File: config.mk
export PLATFORM = sky130hd
export DESIGN_NAME = lcdscan_top
export DESIGN_NICKNAME = d
export VERILOG_FILES = /design/src/rtl/lcdscan_pkg.sv /design/src/rtl/lcdscan_ctrl.sv /design/src/rtl/lcdscan_dp.sv /design/src/rtl/lcdscan_top.sv
export SDC_FILE = /design/constraint.sdc
export NUM_CORES = 1
export LEC_CHECK = 0
export BUFFER_PORTS_ARGS = -buffer_cell sky130_fd_sc_hd__buf_2
export CAP_MARGIN = 5
export CORE_ASPECT_RATIO = 0.7
export CORE_UTILIZATION = 55
export CTS_BUF_LIST = sky130_fd_sc_hd__clkbuf_4 sky130_fd_sc_hd__clkbuf_8 sky130_fd_sc_hd__clkbuf_16
export DETAILED_ROUTE_END_ITERATION = 8
export PLACE_DENSITY = 0.84
export SYNTH_ARGS = -nofsm -noshare
export SYNTH_HDL_FRONTEND = slang
export SYNTH_SLANG_ARGS = --single-unit
File: constraint.sdc
create_clock -name clk -period 4.1 [get_ports clk]
set_input_delay 0.82 -clock clk [delete_from_list [all_inputs] [get_ports clk]]
set_output_delay 0.82 -clock clk [all_outputs]
set_load 0.01 [all_outputs]
File: src/rtl/lcdscan_pkg.sv
package lcdscan_pkg;
  localparam int COM_COUNT = 4;
  localparam int PHASE_W   = $clog2(COM_COUNT);

  typedef logic [PHASE_W-1:0] phase_t;

  typedef struct packed {
    logic   advance;
    phase_t nextPhase;
    logic   memWe;
    logic   showSeg;
  } scanStrobes_t;
endpackage

File: src/rtl/lcdscan_ctrl.sv
module lcdscan_ctrl
  import lcdscan_pkg::*;
#(
  parameter int BUSY_CYCLES = 50000,
  parameter int BLINK_TICKS = 160
) (
  input  logic                 clk,
  input  logic                 rstN,
  input  logic                 frameTick,
  input  logic                 wrEn,
  input  logic                 cfgWr,
  input  logic                 cfgDispOn,
  input  logic                 cfgBlinkOn,
  output logic                 busy,
  output logic [COM_COUNT-1:0] comSel,
  output scanStrobes_t         strb
);
  localparam int BUSY_W  = $clog2(BUSY_CYCLES + 1);
  localparam int BLINK_W = $clog2(BLINK_TICKS);

  logic [BUSY_W-1:0]  busyCnt;
  logic [BLINK_W-1:0] blinkCnt;
  logic               dispOnQ, blinkOnQ, darkQ;
  phase_t             phase;

  always_ff @(posedge clk) begin
    if (!rstN) begin
      busy    <= 1'b1;
      busyCnt <= '0;
    end else if (busy) begin
      if (busyCnt == BUSY_W'(BUSY_CYCLES - 1)) busy <= 1'b0;
      busyCnt <= busyCnt + 1'b1;
    end
  end

  always_ff @(posedge clk) begin
    if (!rstN) begin
      dispOnQ  <= 1'b0;
      blinkOnQ <= 1'b0;
    end else if (cfgWr && !busy) begin
      dispOnQ  <= cfgDispOn;
      blinkOnQ <= cfgBlinkOn;
    end
  end

  always_ff @(posedge clk) begin
    if (!rstN) phase <= '0;
    else if (frameTick) phase <= phase + 1'b1;
  end

  always_ff @(posedge clk) begin
    if (!rstN || !blinkOnQ) begin
      blinkCnt <= '0;
      darkQ    <= 1'b0;
    end else if (frameTick) begin
      if (blinkCnt == BLINK_W'(BLINK_TICKS - 1)) begin
        blinkCnt <= '0;
        darkQ    <= !darkQ;
      end else begin
        blinkCnt <= blinkCnt + 1'b1;
      end
    end
  end

  always_comb begin
    strb.advance   = frameTick;
    strb.nextPhase = phase + 1'b1;
    strb.memWe     = wrEn && !busy;
    strb.showSeg   = dispOnQ && !(blinkOnQ && darkQ);
    comSel         = '0;
    if (dispOnQ) comSel[phase] = 1'b1;
  end

  a_r4_onehot_com: assert property (@(posedge clk) disable iff (!rstN)
    $onehot0(comSel));
  a_r4_phase_step: assert property (@(posedge clk) disable iff (!rstN)
    frameTick |=> phase == $past(phase) + 1'b1);
  a_r4_phase_hold: assert property (@(posedge clk) disable iff (!rstN)
    !frameTick |=> $stable(phase));
endmodule

File: src/rtl/lcdscan_dp.sv
module lcdscan_dp
  import lcdscan_pkg::*;
#(
  parameter int DEPTH     = 16,
  parameter int WIDTH     = 8,
  parameter int SEG_COUNT = 20
) (
  input  logic                     clk,
  input  logic                     rstN,
  input  scanStrobes_t             strb,
  input  logic [$clog2(DEPTH)-1:0] wrAddr,
  input  logic [WIDTH-1:0]         wrData,
  input  logic [$clog2(DEPTH)-1:0] rdAddr,
  output logic [WIDTH-1:0]         rdData,
  output logic [SEG_COUNT-1:0]     segOn
);
  localparam int PAIRS = SEG_COUNT / 2;
  localparam int BIT_W = $clog2(WIDTH);

  logic [WIDTH-1:0]     mem [DEPTH];
  logic [SEG_COUNT-1:0] segQ, segNext;
  logic [BIT_W-1:0]     loIdx, hiIdx;

  always_ff @(posedge clk) begin
    if (!rstN) begin
      for (int i = 0; i < DEPTH; i++) mem[i] <= '0;
    end else if (strb.memWe) begin
      mem[wrAddr] <= wrData;
    end
  end

  assign rdData = mem[rdAddr];

  always_comb begin
    loIdx = BIT_W'(strb.nextPhase);
    hiIdx = BIT_W'(COM_COUNT) + BIT_W'(strb.nextPhase);
  end

  for (genvar g = 0; g < PAIRS; g++) begin : g_pair
    assign segNext[2*g]   = mem[g][loIdx];
    assign segNext[2*g+1] = mem[g][hiIdx];
  end

  always_ff @(posedge clk) begin
    if (!rstN) segQ <= '0;
    else if (strb.advance) segQ <= segNext;
  end

  assign segOn = strb.showSeg ? segQ : '0;

  a_r7_seg_latched: assert property (@(posedge clk) disable iff (!rstN)
    !strb.advance |=> $stable(segQ));
endmodule

File: src/rtl/lcdscan_top.sv
module lcdscan_top
  import lcdscan_pkg::*;
#(
  parameter int BUSY_CYCLES = 50000,
  parameter int BLINK_TICKS = 160
) (
  input  logic        clk,
  input  logic        rstN,
  input  logic        frameTick,
  input  logic        wrEn,
  input  logic [3:0]  wrAddr,
  input  logic [7:0]  wrData,
  input  logic [3:0]  rdAddr,
  output logic [7:0]  rdData,
  input  logic        cfgWr,
  input  logic        cfgDispOn,
  input  logic        cfgBlinkOn,
  output logic        busy,
  output logic [3:0]  comSel,
  output logic [19:0] segOn
);
  scanStrobes_t strb;

  lcdscan_ctrl #(.BUSY_CYCLES(BUSY_CYCLES), .BLINK_TICKS(BLINK_TICKS)) ctrl_i (
    .clk(clk), .rstN(rstN), .frameTick(frameTick), .wrEn(wrEn),
    .cfgWr(cfgWr), .cfgDispOn(cfgDispOn), .cfgBlinkOn(cfgBlinkOn),
    .busy(busy), .comSel(comSel), .strb(strb)
  );

  lcdscan_dp #(.DEPTH(16), .WIDTH(8), .SEG_COUNT(20)) dp_i (
    .clk(clk), .rstN(rstN), .strb(strb), .wrAddr(wrAddr), .wrData(wrData),
    .rdAddr(rdAddr), .rdData(rdData), .segOn(segOn)
  );

  a_r2_no_write_busy: assert property (@(posedge clk) disable iff (!rstN)
    busy |-> !strb.memWe);
  a_r6_dark_when_off: assert property (@(posedge clk) disable iff (!rstN)
    comSel == '0 |-> segOn == '0);
endmodule

### Yosys cells after proc, flatten, opt, wreduce, memory -nomap -nowiden

Memory sizes are Yosys's and may differ from the RTL's.
Index checks and enable logic that the tools add are counted.

| storage, ports and cells | value |
|---|---|
| register bits after elaboration | 50 |
| RAM bits | 128 |
| bits of input ports | 23 |
| word-level logic and storage cells | 86 |
| memories kept | 1 |

| cells by class | value |
|---|---|
| $add $sub $neg | 4 |
| $lt $le $gt $ge | 4 |
| equal/unequal tests | 2 |
| muxes and demuxes | 54 |
| reductions and logical operators | 13 |

Memories:

| memory | words | bits a word | read ports | clocked after Yosys merged registers in | write ports | line | source |
|---|---|---|---|---|---|---|---|
| dp_i.mem | 16 | 8 | 11 | 0 | 16 | lcdscan_dp.sv:20 | `logic [WIDTH-1:0] mem [DEPTH];` |

Operators with widths:

| kind | count |
|---|---|
| binary-select mux 1 bit (select 3 bit) | 10 |
| two-way mux 1 bit | 28 |
| binary-select mux 1 bit (select 2 bit) | 10 |
| two-way mux 20 bit | 1 |
| adder 16 x 1 -> 16 bit (second input constant) | 1 |
| == test 16 bit (second input constant) | 1 |
| two-way mux 8 bit | 2 |
| adder 8 x 1 -> 8 bit (second input constant) | 1 |
| == test 8 bit (second input constant) | 1 |
| two-way mux 4 bit | 2 |
| OR reduction 8 bit | 1 |
| logical AND 1 bit | 5 |
| zero test 1 bit | 5 |
| less-than comparator 2 x 4 -> 1 bit (second input constant) | 1 |
| less-than comparator 3 x 4 -> 1 bit (second input constant) | 1 |
| adder 3 x 2 -> 3 bit (first input constant) | 1 |
| less-than comparator 2 x 3 -> 1 bit (second input constant) | 1 |
| adder 2 x 1 -> 2 bit (second input constant) | 1 |
| demux 1 bit (select 2 bit) | 1 |
| greater-or-equal comparator 2 x 1 -> 1 bit (second input constant) | 1 |
| AND reduction 2 bit | 1 |
| logical OR 1 bit | 1 |

### Logic depth before layout (Yosys ltp)

Gate-level depths: netlist of the first run.

| depth | value |
|---|---|
| word-level depth | 7 |
| gate-level depth with buffers | 7 |
| depth with buffers taken out | 5 |

### Modules after synthesis

From an unflattened synthesis of the first run, not the netlist that was laid out.

| unflattened totals | value |
|---|---|
| cells, all modules | 647 |
| area total of the unflattened synthesis | 8,725.9 sq um |

Modules (own cells, without submodules):

| module | times used | cells an instance | area an instance (sq um) | seq. area each (sq um) |
|---|---|---|---|---|
| lcdscan_dp | 1 | 485 | 7,269.5 | 4,244.1 |
| lcdscan_ctrl | 1 | 162 | 1,456.4 | 600.6 |

### Worst setup path before layout of the first run

OpenSTA, ideal clock, no wires.

| timing path | value |
|---|---|
| path kind | input -> output |
| start | input rdAddr[0] |
| end | output rdData[5] |
| arrival time | 1.888 ns |
| slack | 1.392 ns |
| stages on the path | 5 |
| cell sequence | buf_6 > buf_4 > mux4_2 > a22oi_1 > nand2_1 |

| on the way | value |
|---|---|
| word-level cells in the longest chain between the ends | 1 |

Ends and longest elaborated chain:

| item | line | source |
|---|---|---|
| from (decl) | lcdscan_top.sv:13 | `input logic [3:0] rdAddr,` |
| memory read (16 x 8 bit) | n/a |  |
| to (decl) | lcdscan_top.sv:14 | `output logic [7:0] rdData,` |

Every way passes these cells.

### Worst setup path after layout of the first run

| timing path | value |
|---|---|
| start | input rdAddr[0] |
| end | output rdData[4] |

The elaborated chain is that of the path after synthesis.

==> summary.md, run 1 <==
| Metric | Value |
|---|---|
| Post-synth EDFFs | 128 |
| Post-CTS Setup Inserts | 0 |
| Max clock buf depth | 2 |
| Fin crit period | 3510 ps |
| CTS Hold Bufs | 0 |
| Fin. max-slew vios | 0 |
| Post-Syn Area | 8350 um^2 |
| 1st-iter DRT viols | 826 |
| Ys flop type | edfxtp_1 |
| Final net count | 759 |
| Reg2Reg Setup Slack | 1670 ps |
| Cts repair resizes | 0 |
| Warnings, synthesis | 0 |
| Routed Antenna Nets | 0 |
| Hold Path Class | flip-flop to flip-flop |
| Clk slew on worst S/H paths | 70 ps |
| Hold path depth | 2 |
| Setup TNS | 0 ps |
| Vias post-DR | 5806 |
| ANT cells | 0 |
| Pwr/cell area | 421 nW/um^2 |
| Syn avg cell area | 12.4 um^2 |
| GR Layer Usage met3 | 7.55% |
| CP top delay family | buffers and inverters |
| CP arrival | 2690 ps |
| Area Overhead vs Synth | 13.0% |
| Boundary pin count | 56 |
| Grt met1 use | 37.4% |
| Residual DRC | 0 |
| Vias/cell | 6.19 |
| Post-Route Skew | 13.7 ps |
| Critical path cell sequence | buf_2 > mux4_2 > a22oi_1 > nand2_1 > buf_2 |
| Slew @ Worst Pin | 1180 ps |
| Final wirelength | 20400 um |
| Slew Limit Headroom | 20.9% |
| Number of cells on the worst reg-to-reg path | 4 |
| Setup violators final | 0 |
| Period utilization | 85.5% |
| CP Launch Type | input port |
| Worst vdd ir | 0.302 mV |
| #FFs+latches synth | 178 |
| DRT Pass-1 Iters | 5 |
| Worst-path maximum fanout | 17 |
| Fill cell total of the finished layout | 1058 |
| Lkg Pwr | 0.00342 uW |
| Initial Utilization | 56.6% |
| Reg-to-Reg Start | ctrl_i.busy |
| Die X | 149 um |
| Status | complete, no violations |
| Capturing point of the worst reg2reg path | dp_i.mem[1][4] |
| Yosys cell types | 41 |
| Crit. End Element | primary output |
| Layout cells sized above 1 | 22.1% |
| Req. time, crit path | 3280 ps |
| Initial antenna violation count | 0 |
| Remaining global-route overflow | 0 |
| Worst skew pair latency | 440 ps |
| WP buf/inv | 2 |
| Final HPWL DP | 14500 um |
| Async SR Flop Fraction | 0% |
| Routing usage on met2 | 43.0% |
| CTS tree | yes |
| Final core utilization | 63.9% |
| Die ar. | 15700 um^2 |
| CTS Sinks | 178 |
| Seq/Total Area, Yosys | 58.0% |
| Crit path kind | input port to primary output |
| H-tree depth | 4 |
| Top Usage Layer GRT | met2 |
| Max-cap violations | 0 |
| Slowest Stage Delay on Critical Path | 590 ps |
| Hold Crit Start | ctrl_i.busyCnt[15] |
| Max frequency | 285 MHz |
| Hold Path End | ctrl_i.busyCnt[15] |
| Syn Nets | 702 |
| RSZ-0062 raised after global routing | no |
| Core box area | 14800 um^2 |
| Die Height | 105 um |
| Routed WL per cell | 21.8 um |
| Most used cell, CP | buf_2 |
| Post-synthesis instance total | 673 |
| Number of global-route vias before repair | 5732 |
| Root Buffer | clkbuf_16 |
| Final Hold Vio Count | 0 |
| CTS Buf Count | 17 |
| # rows | 37 |
| Placer Congestion | 0.966 |
| First-pass GRT wire length | 31500 um |
| Port buffer count | 55 |
| Global Route Usage Sum | 27.7% |
| Slowest CP cell | mux4_2 |
| Largest net degree at the start of global routing | 40 |
-- cell type report --
cell class / instances / area [um^2] / area share [%]
flip-flops and latches: 178 / 4840 / 51.3
multi-input cells: 448 / 3280 / 34.7
repair buffers: 80 / 475 / 5.03
clock buffers: 18 / 450 / 4.77
well taps: 195 / 244 / 2.58
clock inverters: 14 / 133 / 1.40
inverters: 5 / 18.8 / 0.199
-- cells in the mapped netlist (all sizes together) (2+ instances only) --
cell      n  area [um^2]
nand3     5         30.0
nand2    56          210
and4      2         20.0
or3       5         31.3
ha        6         75.1
mux2i    26          260
or2       2         12.5
edfxtp  128         3840
nor2    175          657
nor2b     6         37.5
a21oi     6         30.0
xnor2    10         87.6
nand4     9         62.6
nor4      4         25.0
nand2b    4         25.0
mux4     52         1190
nor3      2         10.0
o21ai    21          105
inv       5         18.8
and2     27          169
a22oi    16          120
dfxtp    50         1000
buf      17          118
clkbuf   25         95.1
xor2      7         61.3
-- worst register-to-register path, stage by stage, from the launching register on --
cell	delay (ps)
dfxtp_1	450
nor2_1	210
nand4_1	530
o21ai_0	680
buf_4	260
-- where the power goes --
part | switching (uW) | internal [uW] | total (uW) | leakage [uW]
logic | 208 | 157 | 365 | 0.00140
clock network | 751 | 840 | 1590 | 0.000289
registers | 35.1 | 1990 | 2020 | 0.00173
total | 994 | 2980 | 3980 | 0.00342
-- placed cells by master, fill, tap and decap left out, drive strengths merged, types with 2 or more instances in the layout --
cell type and instances:
inv 14, buf 80, dfxtp 50, xnor2 10, clkbuf 18, xor2 7, and4 2, a22oi 16
mux4 52, clkinv 5, a21oi 6, nor2 175, mux2i 26, nand4 9, nor4 4, nand2 56
or2 2, o21ai 21, nor3 2, nand3 5, or3 5, edfxtp 128, nor2b 6, ha 6
nand2b 4, and2 27
-- worst max-delay path by stage --
stage / from / endpoint / slack [ps] / cells past startpoint
after floorplan: rdAddr[0] / rdData[5] / 1390 / 5
after global placement: rdAddr[0] / rdData[2] / 720 / 6
after detailed placement: rdAddr[0] / rdData[2] / 620 / 6
after CTS: rdAddr[0] / rdData[2] / 620 / 6
after global routing: rdAddr[0] / rdData[4] / 500 / 5
final: rdAddr[0] / rdData[4] / 590 / 5
-- cell families (layout without fill, tap and decap cells) --
group | count (synthesis) | count (layout) | synth area share [%]
DFF | 178 | 178 | 58.0
adders and majority gates | 6 | 6 | 0.899
AOI/OAI and AO/OA | 46 | 46 | 3.34
muxes | 78 | 78 | 17.4
buffers and inverters | 47 | 117 | 2.77
xor gates and xnor gates | 17 | 17 | 1.78
and+or+nand+nor | 301 | 301 | 15.9
-- registers in the layout, indices dropped and copies added (netlist names) --
name,flops
dp_i.mem,128
dp_i.segQ,20
ctrl_i.busyCnt,16
ctrl_i.blinkCnt,8
ctrl_i.phase,2
ctrl_i.blinkOnQ,1
ctrl_i.busy,1
ctrl_i.darkQ,1
ctrl_i.dispOnQ,1
-- layer usage --
layer / routed length (um) / vias up
met2: 9610 / 398
li1: - / 2553
met5: 0 / -
met3: 2270 / 54
met4: 589 / 0
met1: 7960 / 2801
-- metrics by stage --
stage / hold slack [ps] / power [uW] / instance area [um^2] / std cells / setup slack, ps
after CTS: 480 / 3990 / 9440 / 938 / 615
final: 480 / 3980 / 9440 / 938 / 593
after global routing: 531 / 4090 / 9440 / 938 / 504
after detailed placement: 470 / 2420 / 8860 / 906 / 621
after global placement: 463 / 2400 / 8860 / 906 / 719
after floorplan: 443 / 2290 / 8350 / 673 / 1390
Power figures use the tool's default switching activity.
==> inputs of run 2 (changes only) <==
--- a/config.mk
+++ b/config.mk
@@ -7,11 +7,13 @@
 export LEC_CHECK = 0
 export BUFFER_PORTS_ARGS = -buffer_cell sky130_fd_sc_hd__buf_2
 export CAP_MARGIN = 5
-export CORE_ASPECT_RATIO = 0.7
+export CORE_ASPECT_RATIO = 0.9
 export CORE_UTILIZATION = 55
 export CTS_BUF_LIST = sky130_fd_sc_hd__clkbuf_4 sky130_fd_sc_hd__clkbuf_8 sky130_fd_sc_hd__clkbuf_16
 export DETAILED_ROUTE_END_ITERATION = 8
 export PLACE_DENSITY = 0.84
+export REMOVE_ABC_BUFFERS = 1
+export SETUP_SLACK_MARGIN = 0.02
 export SYNTH_ARGS = -nofsm -noshare
 export SYNTH_HDL_FRONTEND = slang
 export SYNTH_SLANG_ARGS = --single-unit
==> run 2 against run 1 <==
Design area grew 0.32%; non-clock buffer count is 1 lower; register-to-register slack improved by 150 ps; utilization increased by 0.21 points; combinational power down 4%; wire length grew 4.0%; critical path depth up 1; sequential share of layout area decreased by 0.16 points; die area about the same; largest cell class unchanged.
==> summary.md, run 2 (synthesized netlist as in run 1, its figures left out) <==
| Metric | Value |
|---|---|
| Initial Utilization | 56.6% (about the same) |
| Top routing layer in use | met4 |
| RSZ-0062 raised after global routing | no |
| Final wirelength | 21200 um (+4.0%) |
| # rows | 42 (+14%) |
| Placed Area | 8860 um^2 (about the same) |
| Number of placed cells counting well taps | 908 (+0.22%) |
| Most used cell, CP | buf_2 |
| Fin. max-slew vios | 0 (unchanged) |
| 1st-iter DRT viols | 684 (-17%) |
| Biggest register | dp_i.mem |
| Port buffer count | 55 (unchanged) |
| Final HPWL DP | 14800 um (+2.0%) |
| Crit path kind | input port to primary output |
| Cts repair resizes | 0 (unchanged) |
| ANT cells | 0 (unchanged) |
| Most frequent cells in the layout | 175 x nor2_1, 128 x edfxtp_1, 56 x nand2_1, 55 x buf_2, 50 x dfxtp_1 |
| Pwr/cell area | 432 nW/um^2 (+2.5%) |
| Clk slew on worst S/H paths | 60 ps (about the same) |
| Root Buffer | clkbuf_16 |
| Final net count | 758 (-0.13%) |
| Routed Antenna Nets | 0 (unchanged) |
| Layout cells sized above 1 | 21.7% (-0.35 points) |
| H-tree depth | 4 (unchanged) |
| First-pass GRT wire length | 32600 um (+3.7%) |
| Remaining global-route overflow | 0 (unchanged) |
| Setup TNS | 0 ps (unchanged) |
| Post-Route Skew | 7.21 ps (-6.47 ps) |
| Hold Path Class | flip-flop to flip-flop |
| Most common cell after layout, fill and taps aside | nor2_1 |
| WP buf/inv | 3 (+1) |
| Number of global-route vias before repair | 5807 (+1.3%) |
| Placer Congestion | 0.987 (+2.2%) |
| Initial antenna violation count | 0 (unchanged) |
| M1 wire length | 7400 um (-7.0%) |
| Post-CTS Setup Inserts | 0 (unchanged) |
| Crit. End Element | primary output |
| Core box area | 14800 um^2 (about the same) |
| Largest net degree at the start of global routing | 40 (unchanged) |
| Slowest CP cell | buf_2 |
| Final core utilization | 64.2% (+0.21 points) |
| Status | complete, no violations |
| Met2 wire length | 10700 um (+11%) |
| Finished Cell Area | 9470 um^2 (+0.32%) |
| Boundary pin count | 56 (unchanged) |
| Max-cap violations | 0 (unchanged) |
| Critical path cell sequence | buf_2 > buf_12 > mux4_2 > a22oi_1 > nand2_1 > buf_2 |
| CP arrival | 2630 ps (-60 ps) |
| Final Hold Vio Count | 0 (unchanged) |
| Worst skew pair latency | 430 ps (about the same) |
| Vias/cell | 6.30 (+1.7%) |
| Routed WL per cell | 22.6 um (+3.9%) |
| Area of the multi-input gates | 3280 um^2 (unchanged) |
| Req. time, crit path | 3280 ps (about the same) |
| Slew Limit Headroom | 18.6% (-2.4 points) |
| Fin crit period | 3450 ps (-58.0 ps) |
| CP top delay family | buffers and inverters |
| Global Route Usage Sum | 28.5% (+0.75 points) |
| Met3 routed WL | 2400 um (+5.9%) |
| Register area | 4840 um^2 (unchanged) |
| CP Launch Type | input port |
| Area Overhead vs Synth | 13.4% |
| Number of flip-flops in the largest register | 128 (unchanged) |
| Slowest Stage Delay on Critical Path | 520 ps (-70 ps) |
| Residual DRC | 0 (unchanged) |
| Period utilization | 84.1% (-1.4 points) |
| Die Height | 119 um (+13%) |
| Setup violators final | 0 (unchanged) |
| Worst vdd ir | 0.332 mV (+9.9%) |
| CTS Hold Bufs | 0 (unchanged) |
| Fill cell total of the finished layout | 1058 (unchanged) |
| Die ar. | 15700 um^2 (about the same) |
| Largest registers | dp_i.mem (128), dp_i.segQ (20), ctrl_i.busyCnt (16) |
| Max frequency | 290 MHz (+1.7%) |
| CTS Buf Count | 17 (unchanged) |
| Worst-path maximum fanout | 20 (+3) |
| Lkg Pwr | 0.00343 uW (+0.15%) |
| Die X | 132 um (-12%) |
| Vias post-DR | 5912 (+1.8%) |
| CTS tree | yes |
| Non-Filler Instances | 939 (+0.11%) |
| DRT Pass-1 Iters | 5 (unchanged) |
| Max clock buf depth | 2 (unchanged) |
| CTS Sinks | 178 (unchanged) |
| Slew @ Worst Pin | 1220 ps (+35.5 ps) |
==> run 2: cell types whose count changed in the layout (fill, tap and decap cells not counted), moves of 2 or more <==
cell	change
inv_8	-2
clkinvlp_4	+2
clkinv_2	+2
bufinv_16	+4
clkinv_4	-2
inv_6	-4
==> run 2: final cells by class <==
class / count / area share, %
clock buffers: 18 / 4.57
flip-flops and latches: 178 / 51.1
clock inverters: 13 / 1.94
inverters: 5 / 0.198
repair buffers: 79 / 4.94
multi-input cells: 448 / 34.6
well taps: 198 / 2.61
==> run 2: stage by stage <==
step | hold WS (ps) | power (uW) | setup WS (ps)
6_report | 485 | 4090 | 651
5_1_grt | 508 | 4200 | 573
4_1_cts | 488 | 4090 | 642
3_5_place_dp | 477 | 2410 | 677
3_3_place_gp | 460 | 2390 | 729
2_1_floorplan | 443 | 2260 | 995
==> run 2: final timing paths <==
kind / from / end / slack, ps / cells past startpoint
setup reg to reg: ctrl_i.phase[1] / dp_i.segQ[6] / 1820 / 5
setup / recovery: rdAddr[0] / rdData[5] / 650 / 6
hold reg to reg: ctrl_i.busyCnt[15] / ctrl_i.busyCnt[15] / 490 / 2
hold / removal: ctrl_i.busyCnt[15] / ctrl_i.busyCnt[15] / 490 / 2
==> run 2: routing by layer <==
metal  vias to the layer above  track usage (%)
li1                       2555                -
met1                      2865             35.3
met2                       421             47.8
met3                        71             6.68
met4                         0             13.0
met5                         -                0
==> run 2: tightest hold or removal path, delay by kind of cell, from the launching register on <==
family	cells	cell delay (ps)
flip-flops	1	330
AND/OR/NAND/NOR	1	60
multiplexers	1	50
==> run 2: where the power goes <==
part / internal (uW) / switching [uW] / total, uW
clock network: 1020 / 687 / 1710
registers: 1990 / 41.6 / 2030
logic: 156 / 195 / 351
